`config.mk`:
```
export PLATFORM = sky130hd
export DESIGN_NAME = shared_tick_timer
export DESIGN_NICKNAME = d
export VERILOG_FILES = /design/src/rtl/stt_pkg.sv /design/src/rtl/stt_tick_gen.sv /design/src/rtl/stt_counter.sv /design/src/rtl/stt_channel.sv /design/src/rtl/shared_tick_timer.sv
export SDC_FILE = /design/constraint.sdc
export NUM_CORES = 1
export LEC_CHECK = 0
export CAP_MARGIN = 20
export CORE_AREA = 4 4 136 138
export CTS_CLUSTER_DIAMETER = 60
export DETAILED_ROUTE_END_ITERATION = 16
export DIE_AREA = 0 0 140 142
export GPL_TIMING_DRIVEN = 0
export PLACE_DENSITY_LB_ADDON = 0.25
export RECOVER_POWER = 25
export SKIP_LAST_GASP = 1
export SYNTH_ARGS = -nofsm -noshare
export SYNTH_HDL_FRONTEND = slang
export SYNTH_SLANG_ARGS = --single-unit
```
`constraint.sdc`:
```
create_clock -name clk -period 3.48 [get_ports clk]
set_input_delay 0.348 -clock clk [delete_from_list [all_inputs] [get_ports clk]]
set_output_delay 0.348 -clock clk [all_outputs]
set_load 0.01 [all_outputs]
```
`src/rtl/stt_pkg.sv`:
```
// Package: shared types and field layout for the shared tick timer.
// Assumes a 32-bit register word on every port.
package stt_pkg;
    localparam int REG_W    = 32;
    localparam int CMP_W    = 28;
    localparam int MODE_LSB = 30;
    localparam int IE_BIT   = 29;
    localparam int PEND_BIT = 28;

    typedef enum logic [1:0] {
        MODE_OFF     = 2'b00,
        MODE_RESTART = 2'b01,
        MODE_ONESHOT = 2'b10,
        MODE_CONT    = 2'b11
    } tmode_e;
endpackage

```
`src/rtl/stt_tick_gen.sv`:
```
// Tick prescaler: pulses tick_o for one cycle every TICK_DIV clocks.
// Assumes clr_i restarts the phase so the next pulse is TICK_DIV-1 cycles
// after the clearing edge (a step lands TICK_DIV edges after it).
module stt_tick_gen #(
    parameter int TICK_DIV = 5
) (
    input  logic clk,
    input  logic rst_n,
    input  logic clr_i,
    output logic tick_o
);
    localparam int DIV_W = (TICK_DIV > 1) ? $clog2(TICK_DIV) : 1;
    localparam logic [DIV_W-1:0] LAST = DIV_W'(TICK_DIV - 1);

    logic [DIV_W-1:0] div_q;

    // Phase counter wrapping at TICK_DIV-1, restarted by clr_i.
    always_ff @(posedge clk) begin
        if (!rst_n || clr_i || div_q == LAST) div_q <= '0;
        else                                  div_q <= div_q + 1'b1;
    end

    assign tick_o = (div_q == LAST);

    // A tick never lasts two cycles when the divider exceeds one.
    assert_tick_single_R2: assert property (@(posedge clk) disable iff (!rst_n)
        ((TICK_DIV > 1) && tick_o) |=> !tick_o);
endmodule

```
`src/rtl/stt_counter.sv`:
```
// Shared count register and run flag.
// Assumes channel match flags are computed from the current count and adv_o.
module stt_counter
    import stt_pkg::*;
#(
    parameter int NUM_CORES = 2
) (
    input  logic                       clk,
    input  logic                       rst_n,
    input  logic                       tick_i,
    input  logic [NUM_CORES-1:0]       cnt_we_i,
    input  logic [NUM_CORES*REG_W-1:0] wdata_i,
    input  logic                       start_i,
    input  logic                       restart_i,
    input  logic                       oneshot_i,
    output logic                       adv_o,
    output logic [REG_W-1:0]           count_o
);
    logic [REG_W-1:0] count_q, wsel;
    logic             run_q, wr_any;

    // Pick the count write from the lowest-numbered requesting core.
    always_comb begin
        wsel = '0;
        for (int i = NUM_CORES - 1; i >= 0; i--) begin
            if (cnt_we_i[i]) wsel = wdata_i[i*REG_W +: REG_W];
        end
    end

    assign wr_any = |cnt_we_i;
    assign adv_o  = tick_i && run_q;

    // Run flag: set by a non-disabled mode write, cleared by a one-shot match.
    always_ff @(posedge clk) begin
        if (!rst_n)         run_q <= 1'b0;
        else if (start_i)   run_q <= 1'b1;
        else if (oneshot_i) run_q <= 1'b0;
    end

    // Count: write beats restart, restart beats step.
    always_ff @(posedge clk) begin
        if (!rst_n)         count_q <= '0;
        else if (wr_any)    count_q <= wsel;
        else if (adv_o)     count_q <= restart_i ? '0 : count_q + 1'b1;
    end

    assign count_o = count_q;

    // Stopped count holds unless written.
    assert_hold_stopped_R12: assert property (@(posedge clk) disable iff (!rst_n)
        (!run_q && !wr_any) |=> $stable(count_q));
    // A plain step adds exactly one.
    assert_step_one_R2: assert property (@(posedge clk) disable iff (!rst_n)
        (adv_o && !wr_any && !restart_i) |=> count_q == $past(count_q) + 32'd1);
    // A restart match clears the shared count.
    assert_restart_zero_R6: assert property (@(posedge clk) disable iff (!rst_n)
        (restart_i && !wr_any) |=> count_q == '0);
endmodule

```
`src/rtl/stt_channel.sv`:
```
// Per-core compare channel: control register, match detect, pending flag.
// Assumes adv_i marks the cycle in which the shared count steps.
module stt_channel
    import stt_pkg::*;
(
    input  logic             clk,
    input  logic             rst_n,
    input  logic             we_i,
    input  logic [REG_W-1:0] wdata_i,
    input  logic [REG_W-1:0] count_i,
    input  logic             adv_i,
    output logic             restart_o,
    output logic             oneshot_o,
    output logic             start_o,
    output logic [REG_W-1:0] reg_o,
    output logic             irq_o
);
    tmode_e           mode_q;
    logic             ie_q, pend_q, hit;
    logic [CMP_W-1:0] cmp_q, next_low;

    assign next_low  = count_i[CMP_W-1:0] + 1'b1;
    assign hit       = adv_i && (mode_q != MODE_OFF) && (next_low == cmp_q);
    assign restart_o = hit && (mode_q == MODE_RESTART);
    assign oneshot_o = hit && (mode_q == MODE_ONESHOT);
    assign start_o   = we_i && (wdata_i[REG_W-1:MODE_LSB] != 2'b00);

    // Mode, enable and compare fields follow software writes.
    always_ff @(posedge clk) begin
        if (!rst_n) begin
            mode_q <= MODE_OFF;
            ie_q   <= 1'b0;
            cmp_q  <= '0;
        end else if (we_i) begin
            mode_q <= tmode_e'(wdata_i[REG_W-1:MODE_LSB]);
            ie_q   <= wdata_i[IE_BIT];
            cmp_q  <= wdata_i[CMP_W-1:0];
        end
    end

    // Pending: set by an enabled match, cleared by writing zero.
    always_ff @(posedge clk) begin
        if (!rst_n) pend_q <= 1'b0;
        else        pend_q <= (pend_q && !(we_i && !wdata_i[PEND_BIT])) || (hit && ie_q);
    end

    assign reg_o = {mode_q, ie_q, pend_q, cmp_q};
    assign irq_o = pend_q;

    // A disabled core never raises its pending flag.
    assert_no_pend_off_R9: assert property (@(posedge clk) disable iff (!rst_n)
        (mode_q == MODE_OFF && !pend_q) |=> !pend_q);
    // Without enable, no pending flag appears.
    assert_no_pend_noie_R10: assert property (@(posedge clk) disable iff (!rst_n)
        (!ie_q && !pend_q) |=> !pend_q);
endmodule

```
`src/rtl/shared_tick_timer.sv`:
```
// Top: shared tick count with one compare channel per core.
// Assumes TICK_DIV = system clock / 20 MHz.
module shared_tick_timer
    import stt_pkg::*;
#(
    parameter int NUM_CORES = 2,
    parameter int TICK_DIV  = 5
) (
    input  logic                       clk,
    input  logic                       rst_n,
    input  logic [NUM_CORES-1:0]       ctl_we,
    input  logic [NUM_CORES-1:0]       cnt_we,
    input  logic [NUM_CORES*REG_W-1:0] wdata,
    output logic [NUM_CORES*REG_W-1:0] ctl_rdata,
    output logic [NUM_CORES*REG_W-1:0] cnt_rdata,
    output logic [NUM_CORES-1:0]       irq
);
    logic                 tick, adv;
    logic [REG_W-1:0]     count;
    logic [NUM_CORES-1:0] rst_hit, one_hit, start;

    stt_tick_gen #(.TICK_DIV(TICK_DIV)) u_tick (
        .clk(clk), .rst_n(rst_n), .clr_i(|cnt_we), .tick_o(tick)
    );

    stt_counter #(.NUM_CORES(NUM_CORES)) u_cnt (
        .clk(clk), .rst_n(rst_n), .tick_i(tick), .cnt_we_i(cnt_we),
        .wdata_i(wdata), .start_i(|start), .restart_i(|rst_hit),
        .oneshot_i(|one_hit), .adv_o(adv), .count_o(count)
    );

    for (genvar c = 0; c < NUM_CORES; c++) begin : g_core
        stt_channel u_ch (
            .clk(clk), .rst_n(rst_n), .we_i(ctl_we[c]),
            .wdata_i(wdata[c*REG_W +: REG_W]), .count_i(count), .adv_i(adv),
            .restart_o(rst_hit[c]), .oneshot_o(one_hit[c]), .start_o(start[c]),
            .reg_o(ctl_rdata[c*REG_W +: REG_W]), .irq_o(irq[c])
        );
        assign cnt_rdata[c*REG_W +: REG_W] = count;
    end
endmodule

```
# Yosys cells after proc, flatten, opt, wreduce, memory -nomap -nowiden
# Index checks and enable logic that the tools add are counted.
# op_classes
addsub	3
multipliers	0
div	0
n_lt_le_gt_ge	0
eq_ne	7
n_shift	0
mux	7
bitwise	0
reduce_logical	36
# ops
operator	n
32-bit 2-to-1 mux	5
28-bit == test	2
32-bit by 1-bit adder with 32-bit output (second input constant)	1
28-bit by 1-bit adder with 28-bit output (second input constant)	1
1-bit logical AND	17
2-bit nonzero test	6
2-bit OR reduction	4
1-bit logical NOT	5
2-bit by 1-bit == test with 1-bit output (second input constant)	2
2-bit == test (second input constant)	2
1-bit logical OR	4
3-bit by 1-bit adder with 3-bit output (second input constant)	1
3-bit == test (second input constant)	1
1-bit 2-to-1 mux	2
# totals
register_bits	100
latchBits	0
ramBits	0
rom_bits	0
output_inout_bits	130
word_cells	64
mem_count	0

# Longest topological paths before layout
# depth
word_depth	9
depth_mapped	15

# Cells and area by module
# From an unflattened synthesis, not the netlist that was laid out.
# hier_totals
hier_cells	964
hier_area_um2	7754.9
# by_module_without_submodules
module	instances	cells_per_inst	area_per_inst_um2	seq_area_each_um2
stt_channel	2	288	2438.6	640.6
stt_counter	1	338	2467.4	660.6
shared_tick_timer	1	36	265.3	0.0
stt_tick_gen	1	14	145.1	60.1

# Least setup slack after synthesis
# Ideal clock, no wire load.
# synth_timing
path_kind	register to register
startpoint	register u_cnt.count_q[1], in the netlist u_cnt.count_o[1]
endpoint	register u_cnt.count_q[28], in the netlist u_cnt.count_o[28]
setup_ps	135
arrival_ps	3332
required_time_ps	3345
slack_ps	13
stages_incl_launch_ff	14
path_buffers	3
cell_sequence	dfxtp_1 -> ha_1 -> buf_2 -> nand3_1 -> nor4_2 -> xnor2_1 -> o221ai_1 -> a2111oi_2 -> nand4b_1 -> or4b_1 -> buf_6 -> buf_6 -> a32oi_1 -> o311ai_1
# synth_between
elab_chain_len	8
elab_cells_between_ends	12
cone_classes	2 x add/sub; 2 x eq/ne; 3 x mux; 5 x reduce/logical
# synth_rtl
item	line	rtl
start, declared	stt_counter.sv:19	logic [REG_W-1:0] count_q, wsel;
start signal, assigned	stt_counter.sv:43	else if (wr_any) count_q <= wsel;
start signal, assigned	stt_counter.sv:44	else if (adv_o) count_q <= restart_i ? '0 : count_q + 1'b1;
28-bit by 1-bit adder with 28-bit output	stt_channel.sv:22	assign next_low = count_i[CMP_W-1:0] + 1'b1;
28-bit == test	stt_channel.sv:23	assign hit = adv_i && (mode_q != MODE_OFF) && (next_low == cmp_q);
1-bit logical AND	stt_channel.sv:23	
1-bit logical AND	stt_channel.sv:24	assign restart_o = hit && (mode_q == MODE_RESTART);
2-bit OR reduction	shared_tick_timer.sv:28	.wdata_i(wdata), .start_i(|start), .restart_i(|rst_hit),
32-bit 2-to-1 mux (*) (2 in series)	stt_counter.sv:44	
32-bit 2-to-1 mux (*)	stt_counter.sv:43	
# Mark *: on every way between the ends. The rest lies on a longest branch, timed or not. The select of a mux whose other input is x is not followed.
# A chain may end at the register's enable or synchronous reset.

# Final worst setup path
# layout_timing
startpoint	register u_cnt.count_q[0], in the netlist u_cnt.count_o[0]
endpoint	register u_cnt.count_q[28], in the netlist u_cnt.count_o[28]
# Same word-level chain as after synthesis.

==> reports/results.txt <==
Synth warn: 0
Crit-path cells: buf_6 > nand4_1 > buf_4 > or3_4 > buf_6 > or4b_4 > xor2_2 > o21a_1 > nand4b_1 > or4b_1 > buf_6 > buf_12 > a32oi_2 > o311ai_2
Core Area: 0.0172 mm²
Slowest CP cell: or4b_1
1st-pass router iterations: 6
Post-Place Worst Slack: -1.21 ns
Comb pwr share: 32.4%
Clock buffer depth: 2
Routed wire per std cell: 26.4 µm
Final hold vios: 0
Vias in the first global route: 9185
# DRC: 0
NetSw: 0.00127 W
Hold Crit Class: in2reg
Cts hold-fix bufs: 0
Post-DP HPWL: 29200 µm
Post-synth top flop: dfxtp_1
Data required time of the worst path: 3.71 ns
Number of CTS-inserted buffers: 9
Diode count: 0
Period utilization: 107%
CTS tree: yes
Layout cell share with drive strength beyond 1: 19.5%
Unrepaired setup endpoints after global routing: true
Register bit total from synthesis: 100
Die Span Y: 142 µm
TNS Setup: -4.92 ns
Tot GR Track Use: 38.1%
DR iter-0 viols: 1023
Synthesized cell area: 0.00789 mm²
Most frequent cells in the layout: clkdlybuf4s50_1, nand2_1, dfxtp_1
Delay of the slowest cell on the worst path: 0.54 ns
Clock latency on the worst-skew pair: 0.37 ns
Clock transition at path regs: 0.08 ns
Clock root buffer: clkbuf_16
Initial antenna violation count: 0
Critical Path End Type: register
Failing checks: negative setup slack
Number of synthesized flops with an enable pin: 0
First-pass GRT wire length: 57300 µm
Unique masters post-synth: 79
Outcome: complete, but fails checks
Crit path max-delay family: simple AND/OR/NAND/NOR gates
Gpl congestion: 1.02
Post-synth top area share: 25.4%
Syn_nets: 1097
Critical path buffers and inverters: 5
CP max FO: 10
Fillers: 1476
Input/output buffers: 196
Critical Path AT: 3.96 ns
Initial Util: 46.0%
Final net count: 1342
Seq/Total Area, Yosys: 25.4%
Min cycle time layout: 3.72 ns
H-tree Lvls: 3
Leak: 4.44 nW
Worst ir drop on vdd: 0.308 mV
Slew @ Worst Pin: 1.22 ns
Max Cap Viol: 0
Worst Hold Slack: 0.483 ns
Clock sink total: 100
Setup violations, final: 33
Worst setup SP type: register
Post-synth top area cell: dfxtp_1
Relative slew slack: 18.8%
Largest net degree at the start of global routing: 21
Synth Instances: 1024
Fmax: 269 MHz
Die W: 140 µm
Total grt overflow: 0
Top post-synthesis cells by area: dfxtp_1, mux2i_1, nand2_1
Internal power: 0.00238 W
Critical path class: reg2reg
PnR worst setup slack: -0.241 ns
Die area: 0.0199 mm²
Synthesis-to-layout area growth: 49.8%
Post-synth ARST share: 0%
Sw Ratio: 34.7%
Vias post-DR: 9498
Post-DRT Antenna Nets: 0
I/O pin total: 200
Drt via density: 6.34
Most common cell after layout, fill and taps aside: clkdlybuf4s50_1
Drt total wl: 39600 µm
Final Max Slew Viols: 0
Syn_area_per_cell: 7.71 µm²
FP Rows: 48
Final Skew: 0.0146 ns
Reg power frac: 36.6%
Top cell by count, worst path: buf_6
Clock network power share: 30.9%
PwrDens: 309 mW/mm²
[state kept, by name (all words and copies together) (netlist names)]
signal              flops
u_tick.div_q            3
u_cnt.run_q             1
u_cnt.count_o          32
g_core.u_ch.mode_q      4
g_core.u_ch.irq_o       2
g_core.u_ch.cmp_q      56
g_core.u_ch.ie_q        2
[final timing paths]
kind / startpoint / end / slack [ns] / cells past startpoint
setup / recovery: u_cnt.count_o[0] / u_cnt.count_o[28] / -0.24 / 14
hold / removal: ctl_we[1] / g_core[1].u_ch.cmp_q[0] / 0.48 / 3
setup reg to reg: u_cnt.count_o[0] / u_cnt.count_o[28] / -0.24 / 14
hold reg to reg: u_cnt.count_o[31] / u_cnt.count_o[31] / 0.51 / 2
[synthesized netlist by cell type (all sizes together), types with 3 or more instances]
cell type and instances:
xnor3 8, nor3b 4, o311ai 4, nand2 146, nand2b 9, dfxtp 100
o2111ai 4, a211oi 6, a21o 3, o221ai 19, or2 4, o211ai 5
inv 37, nor2 36, o311a 3, a2111oi 6, a211o 5, or3 9
or4 5, nand3 38, a31oi 28, ha 3, xor2 15, nor2b 71
xnor2 36, and2 7, nor4 17, or4b 4, and3 17, a311oi 3
nand4 24, and4 10, clkbuf 48, a21oi 25, mux2i 63, nand4b 6
a21boi 3, o21ai 56, nor3 27, a32oi 5, buf 68
[per-layer routing]
metal | up-vias | part of all wire [%] | global-route usage (%)
met4 | 0 | 5.4 | 17.4
met3 | 149 | 9.1 | 8.10
met1 | 4571 | 41 | 49.6
met2 | 625 | 45 | 60.9
li1 | 4153 | - | -
met5 | - | 0 | 0
[cell type report]
type	instances	area [µm²]	share of cell area (%)
Sequential cell	100	2020	17.1
Multi-Input combinational cell	771	5880	49.8
Timing Repair Buffer	241	2380	20.2
Clock buffer	9	225	1.90
Clock inverter	7	104	0.878
Inverter	37	139	1.17
Tap cell	225	282	2.38
Buffer	109	790	6.68
[power by group through the flow]
stage / Clock [W] / Combinational (W) / Sequential [W]
after global placement: 0 / 0.00104 / 0.00135
final: 0.00113 / 0.00118 / 0.00134
after global routing: 0.00117 / 0.00124 / 0.00135
after floorplan: 0 / 0.000535 / 0.00135
after CTS: 0.00113 / 0.00114 / 0.00133
after detailed placement: 0 / 0.00104 / 0.00135
[stage by stage]
step | area [µm²] | power, W | std cells | utilization, %
after floorplan | 7890 | 0.00188 | 1024 | -
after global placement | 10100 | 0.00239 | 1445 | 59.0
after detailed placement | 10200 | 0.00240 | 1448 | 59.1
after CTS | 11500 | 0.00359 | 1494 | 67.2
after global routing | 11800 | 0.00376 | 1499 | 68.8
final | 11800 | 0.00365 | 1499 | 68.8
[logic make-up (layout without fill, tap and decap cells)]
family,count (synthesis),in the layout,synth area share (%)
AOI/OAI and AO/OA,203,203,17.9
and+or+nand+nor,442,442,30.0
xor gates and xnor gates,59,59,7.94
buffers and inverters,153,403,10.1
muxes,64,64,8.13
adders and majority gates,3,3,0.476
DFF,100,100,25.4
[repair_timing]
item,in CTS,in global routing
gates resized for setup,156,42
setup buffers,30,6
setup endpoints to repair,35,34
hold endpoints to repair,0,0
cloned,5,0
pin swaps,44,23
[tightest hold or removal path, cell delays in order]
cell and delay (ns):
clkbuf_1 0.20, mux2i_1 0.17, nor2b_1 0.09
No activity file was read; power rests on OpenSTA's default activity.
